## src/rtl/bat_pkg.sv

```systemverilog
package bat_pkg;
   localparam int unsigned ADDR_W   = 32;
   localparam int unsigned NUM_BANK = 2;
   localparam int unsigned SUP_BIT  = 1;
   localparam int unsigned USR_BIT  = 0;
   localparam int unsigned LEN_LSB  = 2;
   localparam int unsigned LEN_W    = 11;

   typedef struct packed {
      logic [ADDR_W-1:0] upper;
      logic [ADDR_W-1:0] lower;
   } bat_pair_t;

   // Two-bit qualifier: supervisor tests bit 1, user tests bit 0
   function automatic logic [1:0] priv_mask(input logic user);
      return {~user, user};
   endfunction
endpackage

```

## src/rtl/bat_entry_match.sv

```systemverilog
module bat_entry_match import bat_pkg::*; #(
   parameter int unsigned BLOCK_SHIFT = 17,
   parameter int unsigned PAGE_SHIFT  = 12
) (
   input  bat_pair_t         pair,
   input  logic [ADDR_W-1:0] vaddr,
   input  logic [1:0]        pmask,
   output logic              match,
   output logic [ADDR_W-1:0] paddr
);
   localparam logic [ADDR_W-1:0] BASE_MASK = {ADDR_W{1'b1}} << BLOCK_SHIFT;
   localparam logic [ADDR_W-1:0] PAGE_MASK = {ADDR_W{1'b1}} << PAGE_SHIFT;

   if (LEN_LSB + LEN_W > BLOCK_SHIFT || BLOCK_SHIFT >= ADDR_W || PAGE_SHIFT >= BLOCK_SHIFT) begin : g_bad_shift
      $error("bat_entry_match: inconsistent field layout");
   end

   logic [LEN_W-1:0]  len;
   logic [ADDR_W-1:0] cmp_mask;
   logic [ADDR_W-1:0] base;
   logic [ADDR_W-1:0] delta;
   logic              qual;

   always_comb begin
      len      = pair.upper[LEN_LSB +: LEN_W];
      cmp_mask = ~{{(ADDR_W-LEN_W){1'b0}}, len} << BLOCK_SHIFT;
      base     = pair.upper & BASE_MASK;
      qual     = |(pair.upper[1:0] & pmask);
      match    = qual && (base == (vaddr & cmp_mask));
      delta    = (vaddr & PAGE_MASK) - base;
      paddr    = ((pair.lower & BASE_MASK) + delta) | (vaddr & ~PAGE_MASK);
   end
endmodule

```

## src/rtl/bat_prio_sel.sv

```systemverilog
module bat_prio_sel #(
   parameter int unsigned N = 8,
   localparam int unsigned IW = $clog2(N)
) (
   input  logic [N-1:0]  req,
   output logic          any,
   output logic [IW-1:0] idx,
   output logic [N-1:0]  grant
);
   always_comb begin
      any   = 1'b0;
      idx   = '0;
      grant = '0;
      for (int i = N-1; i >= 0; i--) begin
         if (req[i]) begin
            any   = 1'b1;
            idx   = IW'(i);
            grant = N'(1) << i;
         end
      end
   end
endmodule

```

## src/rtl/bat_spr_decode.sv

```systemverilog
module bat_spr_decode #(
   parameter int unsigned NUM_ENTRIES = 8,
   parameter int unsigned SPR_W       = 10,
   localparam int unsigned IW = $clog2(NUM_ENTRIES)
) (
   input  logic [SPR_W-1:0] num,
   output logic             ok,
   output logic             bank,
   output logic [IW-1:0]    idx,
   output logic             word
);
   if (SPR_W != 10) begin : g_bad_w
      $error("bat_spr_decode: register number must be 10 bits");
   end

   logic [2:0] full_idx;
   logic       cat_ok;

   always_comb begin
      cat_ok   = (num[9:5] == 5'h10) || (num[9:5] == 5'h11);
      full_idx = {num[5], num[2:1]};
      ok       = cat_ok && (32'(full_idx) < NUM_ENTRIES);
      bank     = num[3];
      idx      = full_idx[IW-1:0];
      word     = num[0];
   end
endmodule

```

## src/rtl/bat_xlate.sv

```systemverilog
module bat_xlate import bat_pkg::*; #(
   parameter int unsigned NUM_ENTRIES = 8,
   parameter int unsigned BLOCK_SHIFT = 17,
   parameter int unsigned PAGE_SHIFT  = 12,
   parameter int unsigned SPR_W       = 10,
   localparam int unsigned IDX_W = $clog2(NUM_ENTRIES)
) (
   input  logic              clk,
   input  logic              rst_n,
   input  logic              req_valid,
   input  logic              req_bank,
   input  logic              req_user,
   input  logic [ADDR_W-1:0] req_vaddr,
   output logic              rsp_valid,
   output logic              rsp_hit,
   output logic [IDX_W-1:0]  rsp_index,
   output logic [ADDR_W-1:0] rsp_paddr,
   input  logic [SPR_W-1:0]  spr_num,
   input  logic              spr_we,
   input  logic [ADDR_W-1:0] spr_wdata,
   output logic [ADDR_W-1:0] spr_rdata,
   output logic              flush_o
);
   if (NUM_ENTRIES < 2 || NUM_ENTRIES > 8 || (NUM_ENTRIES & (NUM_ENTRIES-1)) != 0) begin : g_bad_n
      $error("bat_xlate: NUM_ENTRIES must be a power of two in 2..8");
   end

   // ---------------- register-number decode ----------------
   logic             dec_ok, dec_bank, dec_word;
   logic [IDX_W-1:0] dec_idx;

   bat_spr_decode #(.NUM_ENTRIES(NUM_ENTRIES), .SPR_W(SPR_W)) u_dec (
      .num(spr_num), .ok(dec_ok), .bank(dec_bank), .idx(dec_idx), .word(dec_word)
   );

   // ---------------- register storage ----------------
   bat_pair_t pairs [NUM_BANK][NUM_ENTRIES];

   for (genvar b = 0; b < NUM_BANK; b++) begin : g_bank
      for (genvar e = 0; e < NUM_ENTRIES; e++) begin : g_ent
         logic [ADDR_W-1:0] up_q, lo_q;
         logic              sel;
         assign sel = spr_we && dec_ok && (dec_bank == 1'(b)) && (dec_idx == IDX_W'(e));
         always_ff @(posedge clk or negedge rst_n) begin
            if (!rst_n) begin
               up_q <= '0;
               lo_q <= '0;
            end else if (sel) begin
               if (dec_word) lo_q <= spr_wdata;
               else          up_q <= spr_wdata;
            end
         end
         assign pairs[b][e].upper = up_q;
         assign pairs[b][e].lower = lo_q;
      end
   end

   always_comb begin
      spr_rdata = '0;
      if (dec_ok)
         spr_rdata = dec_word ? pairs[dec_bank][dec_idx].lower : pairs[dec_bank][dec_idx].upper;
   end

   // ---------------- lookup ----------------
   logic [1:0]             pmask;
   logic [NUM_ENTRIES-1:0] match_vec;
   logic [ADDR_W-1:0]      pa_vec [NUM_ENTRIES];
   logic                   any_hit;
   logic [IDX_W-1:0]       win_idx;
   logic [NUM_ENTRIES-1:0] grant;

   assign pmask = priv_mask(req_user);

   for (genvar e = 0; e < NUM_ENTRIES; e++) begin : g_match
      bat_pair_t cand;
      assign cand = req_bank ? pairs[1][e] : pairs[0][e];
      bat_entry_match #(.BLOCK_SHIFT(BLOCK_SHIFT), .PAGE_SHIFT(PAGE_SHIFT)) u_m (
         .pair(cand), .vaddr(req_vaddr), .pmask(pmask),
         .match(match_vec[e]), .paddr(pa_vec[e])
      );
   end

   bat_prio_sel #(.N(NUM_ENTRIES)) u_sel (
      .req(match_vec), .any(any_hit), .idx(win_idx), .grant(grant)
   );

   // ---------------- response and flush registers ----------------
   always_ff @(posedge clk or negedge rst_n) begin
      if (!rst_n) begin
         rsp_valid <= 1'b0;
         rsp_hit   <= 1'b0;
         rsp_index <= '0;
         rsp_paddr <= '0;
         flush_o   <= 1'b0;
      end else begin
         rsp_valid <= req_valid;
         rsp_hit   <= req_valid && any_hit;
         rsp_index <= (req_valid && any_hit) ? win_idx : '0;
         rsp_paddr <= (req_valid && any_hit) ? pa_vec[win_idx] : '0;
         flush_o   <= spr_we && dec_ok;
      end
   end

   // ---------------- assertions ----------------
   AST_GRANT_ONEHOT: assert property (@(posedge clk) disable iff (!rst_n) $onehot0(grant));
   AST_RSP_LATENCY: assert property (@(posedge clk) disable iff (!rst_n) req_valid |=> rsp_valid);
   AST_MISS_ZERO: assert property (@(posedge clk) disable iff (!rst_n)
      !rsp_hit |-> (rsp_paddr == '0 && rsp_index == '0));
   AST_HIT_HAS_VALID: assert property (@(posedge clk) disable iff (!rst_n) rsp_hit |-> rsp_valid);
   AST_OFFSET_PASS: assert property (@(posedge clk) disable iff (!rst_n)
      req_valid |=> (!rsp_hit || rsp_paddr[PAGE_SHIFT-1:0] == $past(req_vaddr[PAGE_SHIFT-1:0])));
   AST_FLUSH_NEEDS_WRITE: assert property (@(posedge clk) disable iff (!rst_n)
      $rose(flush_o) |-> $past(spr_we));
   AST_UNDECODED_NO_FLUSH: assert property (@(posedge clk) disable iff (!rst_n)
      (spr_we && !dec_ok) |=> !flush_o);
endmodule

```

## config.mk

```make
export PLATFORM = sky130hd
export DESIGN_NAME = bat_xlate
export DESIGN_NICKNAME = d
export VERILOG_FILES = /design/src/rtl/bat_pkg.sv /design/src/rtl/bat_entry_match.sv /design/src/rtl/bat_prio_sel.sv /design/src/rtl/bat_spr_decode.sv /design/src/rtl/bat_xlate.sv
export SDC_FILE = /design/constraint.sdc
export NUM_CORES = 2
export LEC_CHECK = 0
export ABC_AREA = 1
export BUFFER_PORTS_ARGS = -buffer_cell sky130_fd_sc_hd__buf_2
export CELL_PAD_IN_SITES_DETAIL_PLACEMENT = 0
export CELL_PAD_IN_SITES_GLOBAL_PLACEMENT = 1
export CORE_MARGIN = 5
export CORE_UTILIZATION = 50
export DETAILED_ROUTE_END_ITERATION = 8
export GPL_ROUTABILITY_DRIVEN = 1
export PLACE_DENSITY = 0.87
export SYNTH_ARGS = -nofsm -noshare
export SYNTH_HDL_FRONTEND = slang
export SYNTH_SLANG_ARGS = --single-unit
```

## constraint.sdc

```tcl
create_clock -name clk -period 6.5 [get_ports clk]
set_input_delay 0.65 -clock clk [delete_from_list [all_inputs] [get_ports clk]]
set_output_delay 0.65 -clock clk [all_outputs]
set_load 0.01 [all_outputs]
```

==> metrics.cfg <==
[critical_path]
worst_ep_arrival_time_ns = 5.49
critPathSlowestCell = ha_1
criticalPathCategory = input port to register
cp_common_cell = nand2_1
critPathTopFamily = simple AND/OR/NAND/NOR gates
endpoint_kind = register
max_stage_delay_ns = 0.64
path_cells = buf_8 > inv_4 > buf_4 > nand2_1 > o21ai_0 > ha_1 > nand2_1 > nor2_1 > nand2_1 > nor2_1 > nand2_1 > nor2_1 > nand2_1 > nand2_1 > nand2_1 > nand2_1 > nand2_1 > nand2_1 > nand2_1 > nand2_2 > buf_4 > o211ai_1 > nand3_1 > nand2_1
worstPathRequired_ns = 7.09
crit_fanout = 59
cp-start-kind = input port
crit_buf_inv = 4

[clock_tree]
cts_tree = yes
ctsResizeCount = 0
path_clk_slew_ns = 0.06
worstSkewPairLatency_ns = 0.79
ctsHoldBuffers = 1
cts_setup_buffers = 0
cts.path.max_buffers = 3
cts-buffers-inserted = 117
cts_root_buf = clkbuf_16
cts.sinks = 1062
h-tree-depth = 3

[floorplanning]
dieArea_um2 = 135500
die_h_um = 368.0
io_pins = 150
initial_core_util_pct = 50.26
core_area_um2 = 127500
rows = 131
die_w_um = 368.0

[synth]
synth-edff-count = 0
synth_ff_type = dfrtp_1
yosys.cell_types.count = 65
netlist.area_leader.share_pct = 41.46
syn-num-nets = 8829
synthSimpleGateAreaFrac_pct = 22.04
synth_most_common_cell = nand2_1
synth_top_area_cell = dfrtp_1
synth_top_family_by_area = simple AND/OR/NAND/NOR gates
synth-seq-cells = 1062
yosys_warnings = 0
yosys.area_share.xor_xnor_pct = 1.933
synth_cells = 8496
synth_area_per_cell_um2 = 7.544
async_flop_share_pct = 100.0
synth_compound_area_share_pct = 19.22
synth_commonest_cells = nand2_1, o21ai_0, dfrtp_1
syn_area_um2 = 64090
synth.area.mux_share_pct = 0.4373
yosysSeqAreaShare_pct = 41.46
synth_fa_ha_area_share_pct = 6.251
synthTopCellsByArea = dfrtp_1, nand2_1, o21ai_0

[final_layout]
drive_gt1_share_pct = 7.577
fillers = 12213
utilization_pct = 55.24
syn_to_final_growth_pct = 9.895
fin_nets = 8651

[route]
drt.antenna.violating_nets = 0
avgRoutedWirePerCell_um = 28.18
drc = 0
totalWireLength_mm = 284.3
viasPerCell = 6.209
dr_total_vias = 62655
drt_pass1_iterations = 7
drtIter0Drc = 8174

[flow_run]
maxCapViolCount = 0

[grt]
antenna_found_initial = 22
grt_use_total_pct = 41.09
gr-total-overflow = 0
grt_pass1_wl_mm = 408.1
grt_max_degree = 162
grt_pass1_vias = 57412

[sta]
drv_slew = 0
hold_viol = 0
fmax_mhz = 203.9
fin_crit_ns = 4.905
setup_violations = 0
worst_pin_slew_ns = 1.372
worst_clock_skew_ns = 0.07023
timing.slew.headroom_pct = 7.549
rsz0062_at_grt = no
period_share_pct = 75.46
tns_ns = 0

[placed_design]
port_buffers = 148
routabilityCongestion = 1.031
dpl.hpwl_mm = 197.0

[pwr]
leakagePower_uw = 0.03229
power_density_nw_per_um2 = 245.3
ir_drop_uv = 255.1

[outcome]
status = completed

[min_path]
hold_path.class = input port to register

## flip-flops by register name, summed over array words and instances, names as in the netlist
| register | cells |
|---|---|
| rsp_index | 3 |
| g_bank.g_ent.up_q | 512 |
| g_bank.g_ent.lo_q | 512 |
| flush_o | 1 |
| rsp_valid | 1 |
| rsp_hit | 1 |
| rsp_paddr | 32 |
## cell usage in the layout (no fill, tap or decap), types with 20 or more instances in the layout
cell       Yosys  final
o221ai_1      26     26
xor2_1        81     81
a21oi_1      313    313
dfrtp_1     1062   1062
buf_4         16    139
a221oi_1      80     80
clkbuf_1     496     20
nand3_1      596    564
nor3_1        56     54
o211ai_1      75     75
buf_2         27    141
clkbuf_8       0     34
a311oi_1      50     48
nand4_1      105    105
or2_2         35     35
buf_12         0     20
a31oi_1       54     54
o21ai_0     1454   1451
nand3_4        0     32
mux2i_1       28     28
inv_1        777    774
clkbuf_16      0    117
nand2_1     2168   2166
o21ai_1       48     51
clkinv_2       0     25
ha_1         141    141
nor2_1       374    372
o22ai_1       31     31
fa_1         112    112
xnor2_1       53     53
## tightest hold or removal path, cell delays in order
cell and delay (ns):
buf_2 0.09, inv_1 0.04, nor2_1 0.03
## final cells by class
cell class | count | area [um2] | area share (%)
Tap cell | 1662 | 2079 | 2.952
Clock inverter | 50 | 649.4 | 0.9219
Clock buffer | 171 | 3471 | 4.928
Timing Repair Buffer | 306 | 2227 | 3.162
Multi-Input combinational cell | 6039 | 32420 | 46.03
Antenna cell | 9 | 22.52 | 0.03197
Inverter | 792 | 2988 | 4.242
Sequential cell | 1062 | 26580 | 37.73
## metrics by stage
| stage | cell area [um2] | instances | setup WS [ns] | hold WS (ns) | total power (uW) |
|---|---|---|---|---|---|
| 3_5_place_dp | 66280 | 9860 | 1.152 | 0.4677 | 10200 |
| 3_3_place_gp | 66280 | 9860 | 1.175 | 0.4609 | 10210 |
| 2_1_floorplan | 64090 | 8496 | 1.717 | 0.3544 | 8882 |
| 6_report | 70440 | 10091 | 1.595 | 0.1063 | 17280 |
| 4_1_cts | 70410 | 10082 | 1.799 | 0.06246 | 17220 |
| 5_1_grt | 70420 | 10083 | 1.481 | 0.07876 | 17870 |
## power breakdown
| part | leakage [uW] | internal [uW] | total [uW] | switching, uW |
|---|---|---|---|---|
| registers | 0.0147 | 6780 | 6900 | 114 |
| clock network | 0.00202 | 4110 | 7080 | 2970 |
| logic | 0.0155 | 922 | 3300 | 2380 |
| total | 0.0323 | 11800 | 17300 | 5460 |
## kinds of logic (layout without fill, tap and decap cells)
family	Yosys count	count (layout)
xor gates and xnor gates	138	138
buffers and inverters	1395	1319
adders and majority gates	253	253
other	0	9
AOI/OAI and AO/OA	2224	2224
and+or+nand+nor	3396	3396
DFF	1062	1062
muxes	28	28
## final timing paths
kind	depth (start not counted)	start	slack [ns]	endpoint
max reg2reg	15	g_bank[0].g_ent[3].up_q[20]$_DFFE_PN0P_	1.90	rsp_paddr[27]$_DFF_PN0_
min in group asynchronous	2	rst_n	0.49	g_bank[0].g_ent[4].lo_q[4]$_DFFE_PN0P_
max	24	req_bank	1.60	rsp_paddr[29]$_DFF_PN0_
min reg2reg	2	g_bank[1].g_ent[5].up_q[14]$_DFFE_PN0P_	0.48	g_bank[1].g_ent[5].up_q[14]$_DFFE_PN0P_
min	3	req_vaddr[10]	0.11	rsp_paddr[10]$_DFF_PN0_
max in group asynchronous	3	rst_n	4.42	g_bank[1].g_ent[3].lo_q[25]$_DFFE_PN0P_
## metal layers
metal / GRT usage [%] / part of all wire [%] / up-vias
li1: - / - / 27872
met1: 56.64 / 40 / 30187
met2: 59.41 / 41 / 3823
met3: 10.05 / 12 / 763
met4: 23.02 / 7.0 / 10
met5: 0 / 0.022 / -
No activity file was read; power rests on OpenSTA's default activity.
